<file path="src/rtl/rail_por_pkg.sv">
`timescale 1ns/1ps
package rail_por_pkg;
  typedef enum logic [1:0] {
    PH_WAIT  = 2'd0,
    PH_DELAY = 2'd1,
    PH_WATCH = 2'd2,
    PH_USER  = 2'd3
  } por_phase_e;
endpackage

</file>
<file path="src/rtl/rail_sync.sv">
`timescale 1ns/1ps
module rail_sync #(
  parameter int W = 4
) (
  input  logic         clk_i,
  input  logic         rst_ni,
  input  logic [W-1:0] d_i,
  output logic [W-1:0] q_o
);
  for (genvar b = 0; b < W; b++) begin : g_bit
    logic s1, s2;
    // reset value 0: a rail is treated as bad until seen good
    always_ff @(posedge clk_i or negedge rst_ni) begin
      if (!rst_ni) begin
        s1 <= 1'b0;
        s2 <= 1'b0;
      end else begin
        s1 <= d_i[b];
        s2 <= s1;
      end
    end
    assign q_o[b] = s2;
  end
endmodule

</file>
<file path="src/rtl/por_timer.sv">
`timescale 1ns/1ps
module por_timer #(
  parameter int W = 8
) (
  input  logic         clk_i,
  input  logic         rst_ni,
  input  logic         clr_i,
  input  logic         en_i,
  output logic [W-1:0] cnt_o
);
  always_ff @(posedge clk_i or negedge rst_ni) begin
    if (!rst_ni)    cnt_o <= '0;
    else if (clr_i) cnt_o <= '0;
    else if (en_i)  cnt_o <= cnt_o + 1'b1;
  end
endmodule

</file>
<file path="src/rtl/rst_stage.sv">
`timescale 1ns/1ps
module rst_stage #(
  parameter int STAGES = 2
) (
  input  logic clk_i,
  input  logic kill_ni,
  input  logic rel_i,
  output logic rst_no
);
  logic [STAGES-1:0] sh;
  // assert asynchronously, release through STAGES flops
  always_ff @(posedge clk_i or negedge kill_ni) begin
    if (!kill_ni) sh <= '0;
    else          sh <= {sh[STAGES-2:0], rel_i};
  end
  assign rst_no = sh[STAGES-1];
endmodule

</file>
<file path="src/rtl/rail_por_seq.sv">
`timescale 1ns/1ps
module rail_por_seq
  import rail_por_pkg::*;
#(
  parameter int N_IO      = 2,
  parameter int DELAY_CYC = 250000,
  parameter int FAST_CYC  = 256,
  parameter int WIN_CYC   = 900000
) (
  input  logic            clk_i,
  input  logic            rst_ni,
  input  logic            core_ok_i,
  input  logic            ana_ok_i,
  input  logic [N_IO-1:0] io_ok_i,
  input  logic            fast_boot_i,
  output logic            dev_rst_no,
  output logic [1:0]      phase_o
);
  localparam int N_RAIL  = N_IO + 2;
  localparam int MAX_DF  = (DELAY_CYC > FAST_CYC) ? DELAY_CYC : FAST_CYC;
  localparam int MAX_CYC = (MAX_DF > WIN_CYC) ? MAX_DF : WIN_CYC;
  localparam int CNT_W   = $clog2(MAX_CYC + 1);
  localparam int OUT_STG = 2;

  logic [N_RAIL-1:0] ok_s;
  logic              all_ok, brown_ok;
  logic [CNT_W-1:0]  tmr, dly_lim, win_lim;
  logic              tmr_clr, tmr_en;
  por_phase_e        st, nxt;

  rail_sync #(.W(N_RAIL)) u_sync (
    .clk_i (clk_i),
    .rst_ni(rst_ni),
    .d_i   ({io_ok_i, ana_ok_i, core_ok_i}),
    .q_o   (ok_s)
  );

  assign all_ok   = &ok_s;
  assign brown_ok = ok_s[0] & ok_s[1];

  assign dly_lim = fast_boot_i ? CNT_W'(FAST_CYC - 1) : CNT_W'(DELAY_CYC - 1);
  assign win_lim = CNT_W'(WIN_CYC - 1);

  // one counter times both the hold-off and the I/O watch window
  por_timer #(.W(CNT_W)) u_tmr (
    .clk_i (clk_i),
    .rst_ni(rst_ni),
    .clr_i (tmr_clr),
    .en_i  (tmr_en),
    .cnt_o (tmr)
  );

  always_comb begin
    nxt     = st;
    tmr_clr = 1'b0;
    tmr_en  = 1'b0;
    unique case (st)
      PH_WAIT: begin
        tmr_clr = 1'b1;
        if (all_ok) nxt = PH_DELAY;
      end
      PH_DELAY: begin
        tmr_en = 1'b1;
        if (!all_ok)             nxt = PH_WAIT;
        else if (tmr == dly_lim) nxt = (tmr >= win_lim) ? PH_USER : PH_WATCH;
      end
      PH_WATCH: begin
        tmr_en = 1'b1;
        if (!all_ok)             nxt = PH_WAIT;
        else if (tmr == win_lim) nxt = PH_USER;
      end
      PH_USER: begin
        if (!brown_ok) nxt = PH_WAIT;
      end
      default: nxt = PH_WAIT;
    endcase
  end

  always_ff @(posedge clk_i or negedge rst_ni) begin
    if (!rst_ni) st <= PH_WAIT;
    else         st <= nxt;
  end

  logic rel, kill_n;
  assign rel    = (st == PH_WATCH) || (st == PH_USER);
  // raw core/analog loss clears the output stage without a clock
  assign kill_n = rst_ni & core_ok_i & ana_ok_i;

  rst_stage #(.STAGES(OUT_STG)) u_out (
    .clk_i  (clk_i),
    .kill_ni(kill_n),
    .rel_i  (rel),
    .rst_no (dev_rst_no)
  );

  assign phase_o = st;
endmodule

</file>
<file path="config.mk">
export PLATFORM = sky130hd
export DESIGN_NAME = rail_por_seq
export DESIGN_NICKNAME = d
export VERILOG_FILES = /design/src/rtl/rail_por_pkg.sv /design/src/rtl/rail_sync.sv /design/src/rtl/por_timer.sv /design/src/rtl/rst_stage.sv /design/src/rtl/rail_por_seq.sv
export SDC_FILE = /design/constraint.sdc
export NUM_CORES = 1
export LEC_CHECK = 0
export ABC_AREA = 0
export BUFFER_PORTS_ARGS = -buffer_cell sky130_fd_sc_hd__buf_2
export CAP_MARGIN = 20
export CORE_MARGIN = 8
export CORE_UTILIZATION = 27
export CTS_BUF_LIST = sky130_fd_sc_hd__clkbuf_8
export DETAILED_ROUTE_END_ITERATION = 16
export GPL_TIMING_DRIVEN = 1
export HOLD_SLACK_MARGIN = 0.02
export PLACE_DENSITY_LB_ADDON = 0.1
export RECOVER_POWER = 50
export SLEW_MARGIN = 15
export SYNTH_ARGS = -nofsm -noshare
export SYNTH_HDL_FRONTEND = slang
export SYNTH_SLANG_ARGS = --single-unit
</file>
<file path="constraint.sdc">
create_clock -name clk_i -period 4 [get_ports clk_i]
set_input_delay 0.2 -clock clk_i [delete_from_list [all_inputs] [get_ports clk_i]]
set_output_delay 0.2 -clock clk_i [all_outputs]
set_load 0.02 [all_outputs]
</file>
==> reports/qor_table.md <==
| Stage | Parameter | This run |
|---|---|---|
| sta | RSZ-0062 raised after global routing | false |
| critical path | Class of the most critical setup path | in -> async |
| critical path | Cells traversed along the worst timing path | dlygate4sd3_1 -> clkbuf_1 -> and3_1 -> dlygate4sd3_1 |
| final layout | Number of nets in the final layout | 173 |
| detailed routing | Routed WL | 3560 um |
| pwr | NetSw | 0.000152 W |
| sta | Max-slew headroom at the worst pin | -0.0979 |
| sta | Final hold violation count | 0 |
| detailed routing | Post-DR wirelength/cell | 14.8 um |
| sta | Highest clock rate | 434 MHz |
| yosys | Async set-reset flop share out of synthesis | 1.00 |
| detailed routing | Highest signal layer in the routed design | met4 |
| global route | Remaining global-route overflow | 0 |
| pwr | Combinational fraction of design power | 0.034 |
| detailed routing | Via density per instance | 4.93 |
| detailed routing | # DRC | 0 |
| global route | Via count of the first global-routing pass | 1,249 |
| placed design | Routability congestion estimate | 0.779 |
| pwr | Switching share of total power | 0.224 |
| yosys | Library cell occupying the most area in the post-synthesis netlist | dfrtp_1 |
| global route | Number of antenna violations at the first check in global routing | 0 |
| yosys | Biggest area contributors in the synthesized netlist | dfrtp_1, xor2_1, nand2_1 |
| placed design | Post-detail-place hpwl | 2500 um |
| pwr | Largest vdd supply drop | 0.171 mV |
| pwr | Internal portion of total power | 0.000525 W |
| clocking | Cell at the root of the clock tree | clkbuf_8 |
| critical path | Critical path data arrival time | 2.81 ns |
| final layout | Post-route cell area | 1860 um^2 |
| critical path | Worst Setup SP | rst_ni |
| sta | Portion of the clock cycle consumed by the worst path in the final layout | 0.576 |
| yosys | Count of yosys warnings during synthesis | 0 |
| yosys | Prevailing post-synth register cell | dfrtp_1 |
| critical path | End of the critical path | u_out.sh[0] |
| pwr | Cell Pwr Density | 364 nW/um^2 |
| detailed routing | Met3 wire len | 119 um |
| placed design | Placement-stage cell area | 1690 um^2 |
| pwr | Cell leakage power | 0.774 nW |
| critical path | Beginning of the worst register-to-register path | phase_o[0] |
| sta | Worst hold slack across all endpoints | 0.350 ns |
| sta | Worst Clk Skew | 0.00403 ns |
| detailed routing | DRT iter0 DRCs | 70 |
| pwr | Flop pwr share | 0.488 |
| clocking | CTS max path bufs | 2 |
| yosys | Cell types with the highest counts after synthesis | dfrtp_1, nand2_1, nor2_1, a21oi_1, nand3_1 |
| clocking | CTS-repair resized insts | 0 |
| yosys | Top cell type's share of synthesized area | 0.506 |
| critical path | Slowest cell delay on critical path | 1.19 ns |
| critical path | Library cell contributing the largest single delay on the critical path | clkbuf_1 |
| sta | Actual slew at the worst max-slew pin | 1.65 ns |
| detailed routing | Final antenna-violating net count | 0 |
| sta | Number of max-slew violations in the final report | 32 |
| sta | Setup tns final | 0 ns |
| floorplanning | Die span in y | 92.6 um |
| detailed routing | Met2 wire length | 1600 um |
| critical path | Type of element launching the critical path | primary input |
| yosys | Syn nets | 158 |
| floorplanning | Die span in x | 92.6 um |
| clocking | Clock transition time at the flip-flop clock pins of the worst setup and hold paths | 0.07 ns |
| yosys | Number of standard cells after synthesis | 150 |
| job | Number of max-cap violations | 1 |
| global route | Largest net degree at the start of global routing | 32 |
| yosys | Post-synth cell types | 39 |
| yosys | Total standard cell area after synthesis | 1580 um^2 |
| pwr | Total power of the final layout | 0.000677 W |
| yosys | Average footprint of a synthesized cell | 10.6 um^2 |
| critical path | Critical path capture point type | asynchronous set/reset pin |
| detailed routing | Met1 routed wirelength after detailed routing | 1780 um |
| critical path | Endpoint of the lowest-slack register-to-register path | u_tmr.cnt_o[17] |
| yosys | Part of the Yosys area used for sequential elements | 0.506 |
| floorplanning | Floorplan die area | 8570 um^2 |
| detailed routing | Via count of the routed design | 1,189 |
| run status | Status | finished with violations |
| floorplanning | Ports placed on the boundary | 10 |
| global route | Overall track demand over capacity in global routing | 0.0918 |
| final layout | Synthesis-to-layout area growth | 17.5% |
| clocking | Total clock buffers created by CTS | 5 |
| final layout | Antenna diode count | 0 |
| run status | Violated checks | max-capacitance violations, max-slew violations |
| floorplanning | Effective utilization at floorplan | 0.274 |
| sta | Final period demand of the worst path | 2.31 ns |
| clocking | Number of H-tree levels | 2 |
| clocking | Clock latency reported for the late side of the worst-skew pair | 0.28 ns |
| critical path | Required time at the endpoint of the critical path | 4.51 ns |
| placed design | Quantity of I/O buffers inserted on ports | 9 |
| sta | Count of endpoints failing setup in the final report | 0 |
| clocking | Num Clock Sinks | 32 |
| clocking | Clock tree from TritonCTS | yes |
| global route | Wire length of the first global-routing pass | 6270 um |
| pwr | Proportion of power drawn by the clock network | 0.478 |
| yosys | Most common cell in the synthesized netlist | dfrtp_1 |
| critical path | Most frequent CP cell | dlygate4sd3_1 |
| critical path | Critical path peak fanout | 31 |
| yosys | Seq cells post-synth | 32 |
| floorplanning | Placeable core area | 5780 um^2 |
| hold path | HP Class | reg -> reg |
| critical path | Setup slack of the worst register-to-register path | 2.20 ns |
| floorplanning | Cell row count | 28 |
| final layout | Fraction of final layout cells with drive strength greater than 1 | 0.145 |
| critical path | Path depth of the worst reg2reg path | 4 |
| detailed routing | Number of search-and-repair iterations in the first detailed-routing pass | 4 |
| yosys | Number of synthesized flops with an enable pin | 0 |
[metal layers]
metal | GRT usage | up-vias
li1 | - | 588
met1 | 0.118 | 576
met2 | 0.140 | 20
met3 | 0.0267 | 5
met4 | 0.0403 | 0
met5 | 0 | -
[registers in the layout, summed over array words and instances, names as in the netlist]
name	cells
u_out.sh	2
phase_o	2
u_sync.g_bit.s1	4
u_sync.g_bit.s2	4
u_tmr.cnt_o	20
[metrics by stage]
step	instances	setup slack (ns)	util
6_report	241	1.69	0.322
3_3_place_gp	227	2.23	0.292
5_1_grt	241	1.34	0.322
3_5_place_dp	227	2.19	0.292
2_1_floorplan	150	2.35	-
4_1_cts	241	2.18	0.323
[critical path: cells and delay by family]
family	cells	cell delay, ns
buf+inv	3	2.30
simple gates	1	0.30
[how the worst min path moves through the flow]
stage | startpoint | endpoint | slack, ns | depth (start not counted)
after global placement | core_ok_i | u_out.sh[1] | 0.13 | 2
after global routing | u_sync.g_bit[2].s1 | u_sync.g_bit[2].s2 | 0.37 | 0
after detailed placement | core_ok_i | u_out.sh[0] | 0.14 | 2
after floorplan | rst_ni | phase_o[0] | -0.1 | 0
final | u_sync.g_bit[2].s1 | u_sync.g_bit[2].s2 | 0.35 | 0
after CTS | u_sync.g_bit[2].s1 | u_sync.g_bit[2].s2 | 0.35 | 0
[cell usage in the layout, fill, tap and decap left out, types with 3 or more instances in the layout]
master          n
nor2_1         11
or4_1           5
or3_1           5
nand2_1        13
buf_2           7
dlygate4sd3_1   6
dfrtp_1        32
nand4_1         7
xor2_1          6
clkbuf_8        5
o21ai_0         6
and3_1          4
a21oi_1         9
nor4b_1         3
o211ai_1        6
nand3_1         8
[final cells by class]
class	instances	area, um^2
Clock inverter	3	46.3
Fill cell	609	3920
Timing Repair Buffer	16	110
Multi-Input combinational cell	109	738
Clock buffer	5	68.8
Sequential cell	32	801
Inverter	1	3.75
Tap cell	75	93.8
[power by group through the flow]
| stage | Combinational (W) | Clock (W) | Sequential [W] |
|---|---|---|---|
| detailed placement | 0.0000197 | 0 | 0.000337 |
| CTS | 0.0000240 | 0.000335 | 0.000331 |
| finish | 0.0000227 | 0.000324 | 0.000331 |
| global route | 0.0000259 | 0.000350 | 0.000331 |
| global placement | 0.0000191 | 0 | 0.000337 |
| floorplan | 0.00000783 | 0 | 0.000336 |
[logic make-up (layout without fill, tap and decap cells)]
family                   count (synthesis)  count (layout)  share of synthesized area
buffers and inverters                    9              25                     0.0284
XOR/XNOR                                 7               7                     0.0387
flip-flops                              32              32                      0.506
adder cells (fa/ha/maj)                  1               1                    0.00790
AND/OR/NAND/NOR                         72              72                      0.290
multiplexers                             1               1                    0.00711
AO/OA/AOI/OAI                           28              28                      0.122
[timing repair]
| action | 4_1_cts | 5_1_grt |
|---|---|---|
| buffers inserted | 0 | 0 |
| endpoints found under the setup margin | 0 | 0 |
| hold endpoints to repair | 36 | 0 |
| hold buffers | 6 | 0 |
Note: power is estimated with default switching activity, not from simulation.
